--- config.mk ---
export PLATFORM = sky130hd
export DESIGN_NAME = trig_sequencer
export DESIGN_NICKNAME = d
export VERILOG_FILES = /design/src/rtl/tseq_pkg.sv /design/src/rtl/tseq_cond_eval.sv /design/src/rtl/tseq_timer.sv /design/src/rtl/tseq_cfg_store.sv /design/src/rtl/trig_sequencer.sv
export SDC_FILE = /design/constraint.sdc
export NUM_CORES = 2
export LEC_CHECK = 0
export BUFFER_PORTS_ARGS = -buffer_cell sky130_fd_sc_hd__buf_2
export CAP_MARGIN = 20
export CORE_UTILIZATION = 55
export CTS_CLUSTER_DIAMETER = 150
export DETAILED_ROUTE_END_ITERATION = 7
export GPL_ROUTABILITY_DRIVEN = 0
export GPL_TIMING_DRIVEN = 0
export PLACE_DENSITY = 0.71
export SYNTH_ARGS = -nofsm -noshare
export SYNTH_HDL_FRONTEND = slang
export SYNTH_SLANG_ARGS = --single-unit
--- constraint.sdc ---
create_clock -name clk -period 9.08 [get_ports clk]
set_input_delay 0.908 -clock clk [delete_from_list [all_inputs] [get_ports clk]]
set_output_delay 0.908 -clock clk [all_outputs]
set_load 0.02 [all_outputs]
--- src/rtl/tseq_pkg.sv ---
// Package: shared sizes, condition functions and configuration records
// for the trigger sequencer. All derived widths come from the few
// parameters at the top.
package tseq_pkg;
    parameter int STATES    = 16;
    parameter int EXT_TERMS = 8;
    parameter int TIMERS    = 2;
    parameter int TIMER_W   = 36;
    parameter int CNT_W     = 20;
    parameter int CFG_W     = 36;
    parameter int ADDR_W    = 8;

    localparam int TERMS = EXT_TERMS + TIMERS;
    localparam int ST_W  = $clog2(STATES);
    localparam int FLD_W = 3;

    // Field indices inside one state's slot of the address space.
    localparam logic [FLD_W-1:0] FLD_HIT  = 3'd0;
    localparam logic [FLD_W-1:0] FLD_ELSE = 3'd1;
    localparam logic [FLD_W-1:0] FLD_CAP  = 3'd2;
    localparam logic [FLD_W-1:0] FLD_CNT  = 3'd3;
    localparam logic [FLD_W-1:0] FLD_ACT  = 3'd4;

    typedef enum logic [2:0] {
        FN_AND   = 3'd0,
        FN_NAND  = 3'd1,
        FN_OR    = 3'd2,
        FN_NOR   = 3'd3,
        FN_XOR   = 3'd4,
        FN_XNOR  = 3'd5,
        FN_OFF6  = 3'd6,
        FN_NEVER = 3'd7
    } cond_fn_e;

    typedef struct packed {
        logic [TERMS-1:0] mask;
        cond_fn_e         fn;
    } cond_t;

    typedef struct packed {
        logic [ST_W-1:0]   else_tgt;
        logic              advance;
        logic [TIMERS-1:0] t_stop;
        logic [TIMERS-1:0] t_start;
        logic              set_run;
    } act_t;

    localparam cond_t COND_RST = '{mask: '0, fn: FN_NEVER};
endpackage

--- src/rtl/tseq_cond_eval.sv ---
// Condition evaluator: applies one selectable logic function to the
// trigger terms picked by a mask. Purely combinational. Assumes the
// function codes of the package; unused codes give "never true".
module tseq_cond_eval
    import tseq_pkg::*;
(
    input  cond_t            cond_i,
    input  logic [TERMS-1:0] terms_i,
    output logic             match_o
);
    logic [TERMS-1:0] picked;
    logic             all_set, any_set, parity;

    // Reduce the masked terms three ways, then pick by function code.
    always_comb begin
        picked  = terms_i & cond_i.mask;
        all_set = &(terms_i | ~cond_i.mask);
        any_set = |picked;
        parity  = ^picked;
        unique case (cond_i.fn)
            FN_AND:  match_o = all_set;
            FN_NAND: match_o = ~all_set;
            FN_OR:   match_o = any_set;
            FN_NOR:  match_o = ~any_set;
            FN_XOR:  match_o = parity;
            FN_XNOR: match_o = ~parity;
            default: match_o = 1'b0;
        endcase
    end
endmodule

--- src/rtl/tseq_timer.sv ---
// Interval timer: start clears and runs, stop halts and holds, stop wins
// a tie. Counts one per clock and saturates. Assumes start/stop are
// single-cycle requests from the sequencer.
module tseq_timer
    import tseq_pkg::*;
(
    input  logic               clk,
    input  logic               rst_n,
    input  logic               start_i,
    input  logic               stop_i,
    input  logic [TIMER_W-1:0] limit_i,
    output logic               run_o,
    output logic               term_o
);
    logic [TIMER_W-1:0] cnt_q;
    logic               run_q;

    // Run flag and count register.
    always_ff @(posedge clk) begin
        if (!rst_n) begin
            cnt_q <= '0;
            run_q <= 1'b0;
        end else if (stop_i) begin
            run_q <= 1'b0;
        end else if (start_i) begin
            run_q <= 1'b1;
            cnt_q <= '0;
        end else if (run_q && (cnt_q != '1)) begin
            cnt_q <= cnt_q + 1'b1;
        end
    end

    assign run_o  = run_q;
    assign term_o = (cnt_q >= limit_i);

    // a stop request leaves the timer halted.
    a_r10_stop_wins: assert property (@(posedge clk) disable iff (!rst_n)
        stop_i |=> !run_q);
    // a halted timer keeps its count unless restarted.
    a_r10_hold_stopped: assert property (@(posedge clk) disable iff (!rst_n)
        (!run_q && !start_i) |=> $stable(cnt_q));
endmodule

--- src/rtl/tseq_cfg_store.sv ---
// Configuration store: address register with post-write increment,
// per-state condition/count/action records and timer limits. Serves the
// record of the current state. Assumes select and write never coincide
// (select wins if they do).
module tseq_cfg_store
    import tseq_pkg::*;
(
    input  logic               clk,
    input  logic               rst_n,
    input  logic               sel_i,
    input  logic               wr_i,
    input  logic [CFG_W-1:0]   data_i,
    input  logic [ST_W-1:0]    state_i,
    output cond_t              hit_o,
    output cond_t              else_o,
    output cond_t              cap_o,
    output logic [CNT_W-1:0]   need_o,
    output act_t               act_o,
    output logic [TIMER_W-1:0] limit_o [TIMERS]
);
    logic [ADDR_W-1:0]  addr_q;
    cond_t              hit_q  [STATES];
    cond_t              else_q [STATES];
    cond_t              cap_q  [STATES];
    logic [CNT_W-1:0]   need_q [STATES];
    act_t               act_q  [STATES];
    logic [TIMER_W-1:0] lim_q  [TIMERS];

    logic              timer_space;
    logic [ST_W-1:0]   w_state;
    logic [FLD_W-1:0]  w_field;
    cond_t             w_cond;
    act_t              w_act;

    // Split the address and shape the incoming word for each field type.
    always_comb begin
        timer_space = addr_q[ADDR_W-1];
        w_state     = addr_q[FLD_W +: ST_W];
        w_field     = addr_q[FLD_W-1:0];
        w_cond.mask = data_i[TERMS-1:0];
        w_cond.fn   = cond_fn_e'(data_i[14:12]);
        w_act.set_run  = data_i[0];
        w_act.t_start  = data_i[1 +: TIMERS];
        w_act.t_stop   = data_i[1 + TIMERS +: TIMERS];
        w_act.advance  = data_i[1 + 2*TIMERS];
        w_act.else_tgt = data_i[8 +: ST_W];
    end

    // Address register: loaded by select, stepped after each write.
    always_ff @(posedge clk) begin
        if (!rst_n)
            addr_q <= '0;
        else if (sel_i)
            addr_q <= data_i[ADDR_W-1:0];
        else if (wr_i)
            addr_q <= addr_q + 1'b1;
    end

    // Per-state records: reset to "never", written one field at a time.
    always_ff @(posedge clk) begin
        if (!rst_n) begin
            for (int s = 0; s < STATES; s++) begin
                hit_q[s]  <= COND_RST;
                else_q[s] <= COND_RST;
                cap_q[s]  <= COND_RST;
                need_q[s] <= '0;
                act_q[s]  <= '0;
            end
        end else if (wr_i && !sel_i && !timer_space) begin
            case (w_field)
                FLD_HIT:  hit_q[w_state]  <= w_cond;
                FLD_ELSE: else_q[w_state] <= w_cond;
                FLD_CAP:  cap_q[w_state]  <= w_cond;
                FLD_CNT:  need_q[w_state] <= data_i[CNT_W-1:0];
                FLD_ACT:  act_q[w_state]  <= w_act;
                default:  ;
            endcase
        end
    end

    // Timer limits: reset to all ones so the terms start low.
    always_ff @(posedge clk) begin
        if (!rst_n) begin
            for (int t = 0; t < TIMERS; t++)
                lim_q[t] <= '1;
        end else if (wr_i && !sel_i && timer_space) begin
            for (int t = 0; t < TIMERS; t++)
                if (int'(addr_q[FLD_W-1:0]) == t)
                    lim_q[t] <= data_i[TIMER_W-1:0];
        end
    end

    // Read port for the current state.
    always_comb begin
        hit_o  = hit_q[state_i];
        else_o = else_q[state_i];
        cap_o  = cap_q[state_i];
        need_o = need_q[state_i];
        act_o  = act_q[state_i];
        for (int t = 0; t < TIMERS; t++)
            limit_o[t] = lim_q[t];
    end

    // a write without select steps the address by one.
    a_r2_addr_incr: assert property (@(posedge clk) disable iff (!rst_n)
        (wr_i && !sel_i) |=> (addr_q == ADDR_W'($past(addr_q) + 1'b1)));
endmodule

--- src/rtl/trig_sequencer.sv ---
// Trigger sequencer top: holds the state, the hit occurrence counter and
// the sticky run flag, evaluates the current state's three conditions
// and drives the timers. Assumes the terms are registered upstream and
// that arming happens after configuration.
module trig_sequencer
    import tseq_pkg::*;
(
    input  logic                 clk,
    input  logic                 rst_n,
    input  logic                 arm_i,
    input  logic                 sample_valid_i,
    input  logic [EXT_TERMS-1:0] terms_i,
    input  logic                 cfg_sel_i,
    input  logic                 cfg_wr_i,
    input  logic [CFG_W-1:0]     cfg_data_i,
    output logic                 run_o,
    output logic                 capture_o,
    output logic [ST_W-1:0]      state_o,
    output logic [TIMERS-1:0]    timer_run_o
);
    cond_t              hit_c, else_c, cap_c;
    logic [CNT_W-1:0]   need;
    act_t               act;
    logic [TIMER_W-1:0] limit [TIMERS];

    logic [ST_W-1:0]    state_q, state_d;
    logic [CNT_W-1:0]   occ_q, occ_d;
    logic               armed_q, run_q, run_d;
    logic [TIMERS-1:0]  t_term, t_start, t_stop;
    logic [TERMS-1:0]   all_terms;
    logic [2:0]         cond_hit;
    logic               step, full_hit;
    logic [CNT_W:0]     need_eff;

    tseq_cfg_store u_cfg (
        .clk     (clk),
        .rst_n   (rst_n),
        .sel_i   (cfg_sel_i),
        .wr_i    (cfg_wr_i),
        .data_i  (cfg_data_i),
        .state_i (state_q),
        .hit_o   (hit_c),
        .else_o  (else_c),
        .cap_o   (cap_c),
        .need_o  (need),
        .act_o   (act),
        .limit_o (limit)
    );

    assign all_terms = {t_term, terms_i};

    // One evaluator per condition: 0 hit, 1 else, 2 capture.
    generate
        for (genvar c = 0; c < 3; c++) begin : g_cond
            cond_t sel_cond;
            assign sel_cond = (c == 0) ? hit_c : ((c == 1) ? else_c : cap_c);
            tseq_cond_eval u_eval (
                .cond_i  (sel_cond),
                .terms_i (all_terms),
                .match_o (cond_hit[c])
            );
        end
    endgenerate

    // One timer per feedback term.
    generate
        for (genvar t = 0; t < TIMERS; t++) begin : g_tmr
            tseq_timer u_tmr (
                .clk     (clk),
                .rst_n   (rst_n),
                .start_i (t_start[t]),
                .stop_i  (t_stop[t]),
                .limit_i (limit[t]),
                .run_o   (timer_run_o[t]),
                .term_o  (t_term[t])
            );
        end
    endgenerate

    // Step decision: count hits, fire actions, pick the next state.
    always_comb begin
        step     = armed_q && sample_valid_i;
        need_eff = (need == '0) ? (CNT_W+1)'(1) : {1'b0, need};
        full_hit = ({1'b0, occ_q} + 1'b1) >= need_eff;
        state_d  = state_q;
        occ_d    = occ_q;
        run_d    = run_q;
        t_start  = '0;
        t_stop   = '0;
        if (step) begin
            if (cond_hit[0]) begin
                if (full_hit) begin
                    occ_d   = '0;
                    run_d   = run_q | act.set_run;
                    t_start = act.t_start;
                    t_stop  = act.t_stop;
                    if (act.advance && (state_q != ST_W'(STATES-1)))
                        state_d = state_q + 1'b1;
                end else begin
                    occ_d = occ_q + 1'b1;
                end
            end else if (cond_hit[1]) begin
                state_d = act.else_tgt;
                occ_d   = '0;
            end
        end
    end

    // Sequencer registers.
    always_ff @(posedge clk) begin
        if (!rst_n) begin
            armed_q <= 1'b0;
            state_q <= '0;
            occ_q   <= '0;
            run_q   <= 1'b0;
        end else begin
            armed_q <= armed_q | arm_i;
            state_q <= state_d;
            occ_q   <= occ_d;
            run_q   <= run_d;
        end
    end

    assign run_o     = run_q;
    assign state_o   = state_q;
    assign capture_o = step && (run_q || cond_hit[2]);

    // run flag never drops once set.
    a_r6_run_sticky: assert property (@(posedge clk) disable iff (!rst_n)
        run_q |=> run_q);
    // without a valid armed sample the state holds.
    a_r4_hold_when_idle: assert property (@(posedge clk) disable iff (!rst_n)
        !(armed_q && sample_valid_i) |=> $stable(state_q));
    // capture is only requested for valid samples.
    a_r9_capture_needs_valid: assert property (@(posedge clk) disable iff (!rst_n)
        capture_o |-> sample_valid_i);
    // entering a new state starts with a cleared occurrence count.
    a_r5_occ_clear: assert property (@(posedge clk) disable iff (!rst_n)
        (state_q != $past(state_q)) |-> (occ_q == '0));
    // nothing happens before arming.
    a_r4_idle_unarmed: assert property (@(posedge clk) disable iff (!rst_n)
        !armed_q |-> (!capture_o && (state_q == '0)));
endmodule

# Word level (Yosys, flattened, before mapping)
# Memories as Yosys holds them, arrays and structs flattened. A register that Yosys moved wholly into a read port is not among the register bits.
# Cells that the tools add are included.
[op_classes]
n_reduce_logical = 42
mux = 79
bitwise = 25
magnitude_cmp = 3
n_addsub = 6
n_eq_ne = 25
[op_table]
columns = ["operator", "count"]
rows = [
  ["36-bit 2-to-1 mux", 6],
  ["20-bit 2-to-1 mux", 5],
  ["4-bit 2-to-1 mux", 19],
  ["36-bit by 1-bit adder with 36-bit output (second input constant)", 2],
  ["36-bit >= comparator", 2],
  ["36-bit != test (second input constant)", 2],
  ["10-bit OR reduction", 4],
  ["13-bit 2-to-1 mux", 3],
  ["13-bit OR reduction", 3],
  ["1-bit 2-to-1 mux", 34],
  ["10-bit bitwise AND", 3],
  ["10-bit NOT", 3],
  ["10-bit bitwise OR", 3],
  ["10-bit AND reduction", 3],
  ["10-bit XOR reduction", 3],
  ["3-bit by 2-bit == test with 1-bit output (second input constant)", 9],
  ["20-bit by 1-bit adder with 21-bit output (second input constant)", 1],
  ["3-bit == test (second input constant)", 7],
  ["21-bit by 20-bit >= comparator with 1-bit output", 1],
  ["20-bit by 1-bit adder with 20-bit output (second input constant)", 1],
  ["20-bit logical NOT", 1],
  ["20-bit OR reduction", 1],
  ["1-bit case mux with 6 select lines", 3],
  ["8-bit 2-to-1 mux", 2],
  ["other kinds (18)", 59],
]
[totals]
ramBits = 1176
word_cells = 195
ff_bits = 108
mem_count = 6
in_bits = 50
[memory_table]
columns = ["name", "depth", "word_bits", "rd", "rd_ports_with_merged_regs", "write_ports", "line_no", "source"]
rows = [
  ["u_cfg.need_q", 16, 20, 1, 1, 16, "tseq_cfg_store.sv:25", "logic [CNT_W-1:0] need_q [STATES];"],
  ["u_cfg.cap_q", 16, 13, 1, 1, 16, "tseq_cfg_store.sv:24", "cond_t cap_q [STATES];"],
  ["u_cfg.else_q", 16, 13, 1, 1, 16, "tseq_cfg_store.sv:23", "cond_t else_q [STATES];"],
  ["u_cfg.hit_q", 16, 13, 1, 1, 16, "tseq_cfg_store.sv:22", "cond_t hit_q [STATES];"],
  ["u_cfg.act_q", 16, 10, 1, 1, 16, "tseq_cfg_store.sv:26", "act_t act_q [STATES];"],
  ["u_cfg.lim_q", 2, 36, 2, 0, 2, "tseq_cfg_store.sv:27", "logic [TIMER_W-1:0] lim_q [TIMERS];"],
]

# Longest topological paths before layout
# An unclocked memory read counts as a cell.
[depth]
depth_word = 10
ltp_mapped = 29
mapped_depth_nobuf = 20

# Modules after synthesis
# From an unflattened synthesis, not the netlist that was laid out.
[unflattened]
cells_unflattened = 4573
area_unflattened_um2 = 59398.2
[by_module_without_submodules]
columns = ["mod", "area_per_inst_um2", "cells_each", "instances"]
rows = [
  ["tseq_cfg_store", 50968.9, 3515, 1],
  ["tseq_timer", 2625.0, 325, 2],
  ["trig_sequencer", 2218.4, 264, 1],
  ["tseq_cond_eval", 320.3, 48, 3],
]

# Least setup slack after synthesis
# No wires, ideal clock.
[synth_timing]
kind = "register -> register"
startpoint = "register (tool-made name)"
endpoint = "register g_tmr[1].u_tmr.cnt_q[31]"
arrival_ns = 6.302
period_less_slack_ns = 6.398
n_path_buf = 12
t_required_ns = 8.984
path_stages_with_launch = 29
setup_slack_ns = 2.682
cell_sequence = "dfxtp_1 buf_6 buf_6 buf_6 buf_6 buf_6 buf_6 buf_6 buf_6 buf_6 buf_4 buf_2 mux4_2 mux4_2 nor4_1 nand4_1 o21bai_1 ha_1 nand2b_1 a21o_1 a21o_1 a211oi_1 o211ai_1 a31o_2 nand2_1 nor3b_2 or3_1 buf_2 o41ai_2"
[synth_rtl]
columns = ["element", "line_no", "source"]
rows = [
  ["to (signal assigned)", "tseq_timer.sv:29", "cnt_q <= cnt_q + 1'b1;"],
  ["to (decl)", "tseq_timer.sv:15", "logic [TIMER_W-1:0] cnt_q;"],
]

==> results.md <==
- Crit-path most repeated cell: buf_2
- First-pass GRT wire length: 276,200 microns
- Cells after synthesis: 4,510
- RSZ-0062 raised after global routing: false
- CP required: 9.73 ns
- CP max stage delay: 0.59 ns
- Sequential Area: 0.03756 sq mm
- Critical Path Fanout Max: 10
- Area after DPL: 0.06504 sq mm
- Most common library cells after synthesis: edfxtp_1, and2_1, mux4_2
- Chip Height: 337.4 microns
- Count of pins over their slew limit: 0
- Avg Synthesized Cell Area: 13.72 sq um
- Post-synthesis cell area: 0.06188 sq mm
- Synth warnings: 0
- Clock Skews: 0.03069 ns
- Prevailing post-synth register cell: edfxtp_1
- Synth cell types: 84
- Post-Synth XOR/XNOR Area: 0.5378%
- Max VDD drop: 0.1819 mV
- Critical Path AT: 9.59 ns
- Total GRT Usage: 34.48%
- TritonCTS clock tree: yes
- Vias in the first global route: 39,510
- DR WL/cell: 30.46 microns
- Reg-to-Reg End: g_tmr[1].u_tmr.cnt_q[14]
- CTS Hold Bufs: 0
- I/O pin count: 58
- Die ar.: 0.1139 sq mm
- Post-synth top area share: 57.06%
- Hold_ws: 0.3708 ns
- CTS buffer count: 138
- Worst Hold Class: primary input to register
- Flop2flop setup slack: 0.14 ns
- Endpoint type of the worst setup path: register
- Initial antenna violation count: 16
- Max-cap violations: 0
- Worst slew margin: 12.94%
- Register bit total from synthesis: 1,288
- Total number of H-tree levels: 4
- Final count of hold timing violations: 0
- Clock buffer depth: 3
- Layout cell share with drive strength beyond 1: 15.71%
- Fillers: 8,376
- Num rows: 122
- Sequential element share of the synthesized area: 60.69%
- PortBufs: 42
- DR iter-0 viols: 5,956
- Post-synth EDFFs: 1,176
- Post-CTS setup buffers: 0
- Layout Nets: 4,925
- # setup viols final: 0
- Register-to-Register Path Depth: 26
- Vias per inst: 6.482
- Synth area leader: edfxtp_1
- Area of the multi-input gates: 0.02262 sq mm
- Cell area after layout: 0.06940 sq mm
- Wirelength, routed: 194,100 microns
- Crit path launch type: register
- Worst-path clk slew: 0.06 ns
- Pwr/cell area: 186.4 mW/mm^2
- Largest family of logic cells by synthesized area: simple AND/OR/NAND/NOR gates
- Initial DRT Pass Iterations: 8
- Adder-cell share of the synthesized area: 2.345%
- Slowest cell on the critical path: mux4_2
- Initial Util: 55.69%
- Worst-Skew Late Latency: 0.77 ns
- Outcome: complete, no violations
- Area grow syn2layout: 12.15%
- Crit path time final: 8.944 ns
- Synth Area in Compound Gates: 4.426%
- Placeable core region: 0.1111 sq mm
- Mux cell area share after synthesis: 11.95%
- Period utilization: 98.50%
- Largest net degree at the start of global routing: 37
- Crit path kind: register to register
- Total gr overflow: 0
- Lkg Pwr: 24.29 nW
- Sink Count: 1,288
- DRT antenna net count: 0
- Vias: 41,300
- Worst setup path endpoint: g_tmr[1].u_tmr.cnt_q[14]
- Synthesized net count: 4,676
- Count leader, synth: edfxtp_1
- Ranking of synthesized cells by area: edfxtp_1, mux4_2, and2_1
- Die X: 337.4 microns
- Root Buffer Master: clkbuf_16
- FMAX: 111.8 MHz
- Post-synthesis simple-gate area fraction: 16.87%
- Drt drc: 0
- Fraction of registers with async set/reset: 0%
- HPWL after DPL: 138,100 microns
- Worst Max-Slew Pin Slew: 1.306 ns
-- sequential cells by signal, indices dropped and copies added, names as in the netlist, named ones only --
name               count
occ_q                 20
g_tmr.u_tmr.cnt_q     72
u_cfg.addr_q           8
u_cfg.need_q         320
armed_q                1
u_cfg.act_q          160
u_cfg.lim_q           72
u_cfg.else_q         208
u_cfg.cap_q          208
g_tmr.u_tmr.run_o      2
run_o                  1
state_o                4
u_cfg.hit_q          208
-- per-layer routing --
layer	GRT usage, %	up-vias	share of wire [%]
met5	0	-	0.014
met3	9.120	601	13
met2	51.56	2942	44
met1	46.45	20530	37
met4	18.26	4	5.9
li1	-	17230	-
-- cells by family (layout without fill, tap and decap cells) --
| group | count (synthesis) | after routing |
|---|---|---|
| AOI/OAI and AO/OA | 441 | 441 |
| xor gates and xnor gates | 38 | 38 |
| adders and majority gates | 116 | 116 |
| buffers and inverters | 466 | 825 |
| DFF | 1288 | 1288 |
| muxes | 350 | 350 |
| other | 0 | 15 |
| and+or+nand+nor | 1811 | 1811 |
-- cell usage in the layout, fill, tap and decap left out, drive strengths merged, types with 95 or more instances in the layout --
master,Yosys,layout
a21oi,95,95
and2,984,984
buf,93,201
clkbuf,255,430
dfxtp,112,112
edfxtp,1176,1176
ha,116,116
inv,117,123
mux4,311,311
nand2,178,178
nor2,186,186
o21ai,188,188
or3,166,166
-- layout make-up --
| class | instances | area share (%) |
|---|---|---|
| Sequential cell | 1288 | 54.12 |
| Multi-Input combinational cell | 2756 | 32.60 |
| Clock buffer | 175 | 5.281 |
| Tap cell | 1488 | 2.683 |
| Buffer | 347 | 2.239 |
| Timing Repair Buffer | 110 | 1.527 |
| Clock inverter | 75 | 0.8636 |
| Inverter | 118 | 0.6382 |
| Antenna cell | 15 | 0.05409 |
-- worst max-delay path: cells and delay by family, from the launching register on --
family / cells / cell delay [ns]
compound gates: 7 / 1.55
buf+inv: 10 / 3.97
simple gates: 6 / 1.49
flops: 1 / 0.45
fa+ha+maj: 1 / 0.28
mux: 2 / 1.01
-- what timing repair did --
action | in CTS | in global routing
hold endpoints to repair | 0 | 0
endpoints found under the setup margin | 90 | 34
gates resized for setup | 15 | 5
-- per-stage QoR --
step	worst slack [ns]	TNS, ns	std cells	power (mW)	utilization [%]
final	0.1360	0	6372	12.94	62.45
after global routing	0.03567	0	6361	13.16	62.43
after CTS	0.02110	0	6355	12.89	62.38
after detailed placement	-0.6843	-23.43	6106	7.575	58.53
after global placement	-0.8190	-38.24	6040	7.528	57.55
after floorplan	2.682	0	4510	7.189	-
-- where the power goes --
group | switching, mW | internal (mW) | total (mW)
Clock | 2.39 | 3.06 | 5.46
Combinational | 0.570 | 0.251 | 0.821
Sequential | 0.0496 | 6.61 | 6.66
Total | 3.01 | 9.92 | 12.9
-- worst min-delay path by stage --
stage	from	cells past startpoint	endpoint
5_1_grt	arm_i	3	armed_q
4_1_cts	arm_i	3	armed_q
3_5_place_dp	armed_q	2	armed_q
6_report	arm_i	3	armed_q
2_1_floorplan	armed_q	2	armed_q
3_3_place_gp	armed_q	2	armed_q
Note: power is estimated with default switching activity, not from simulation.
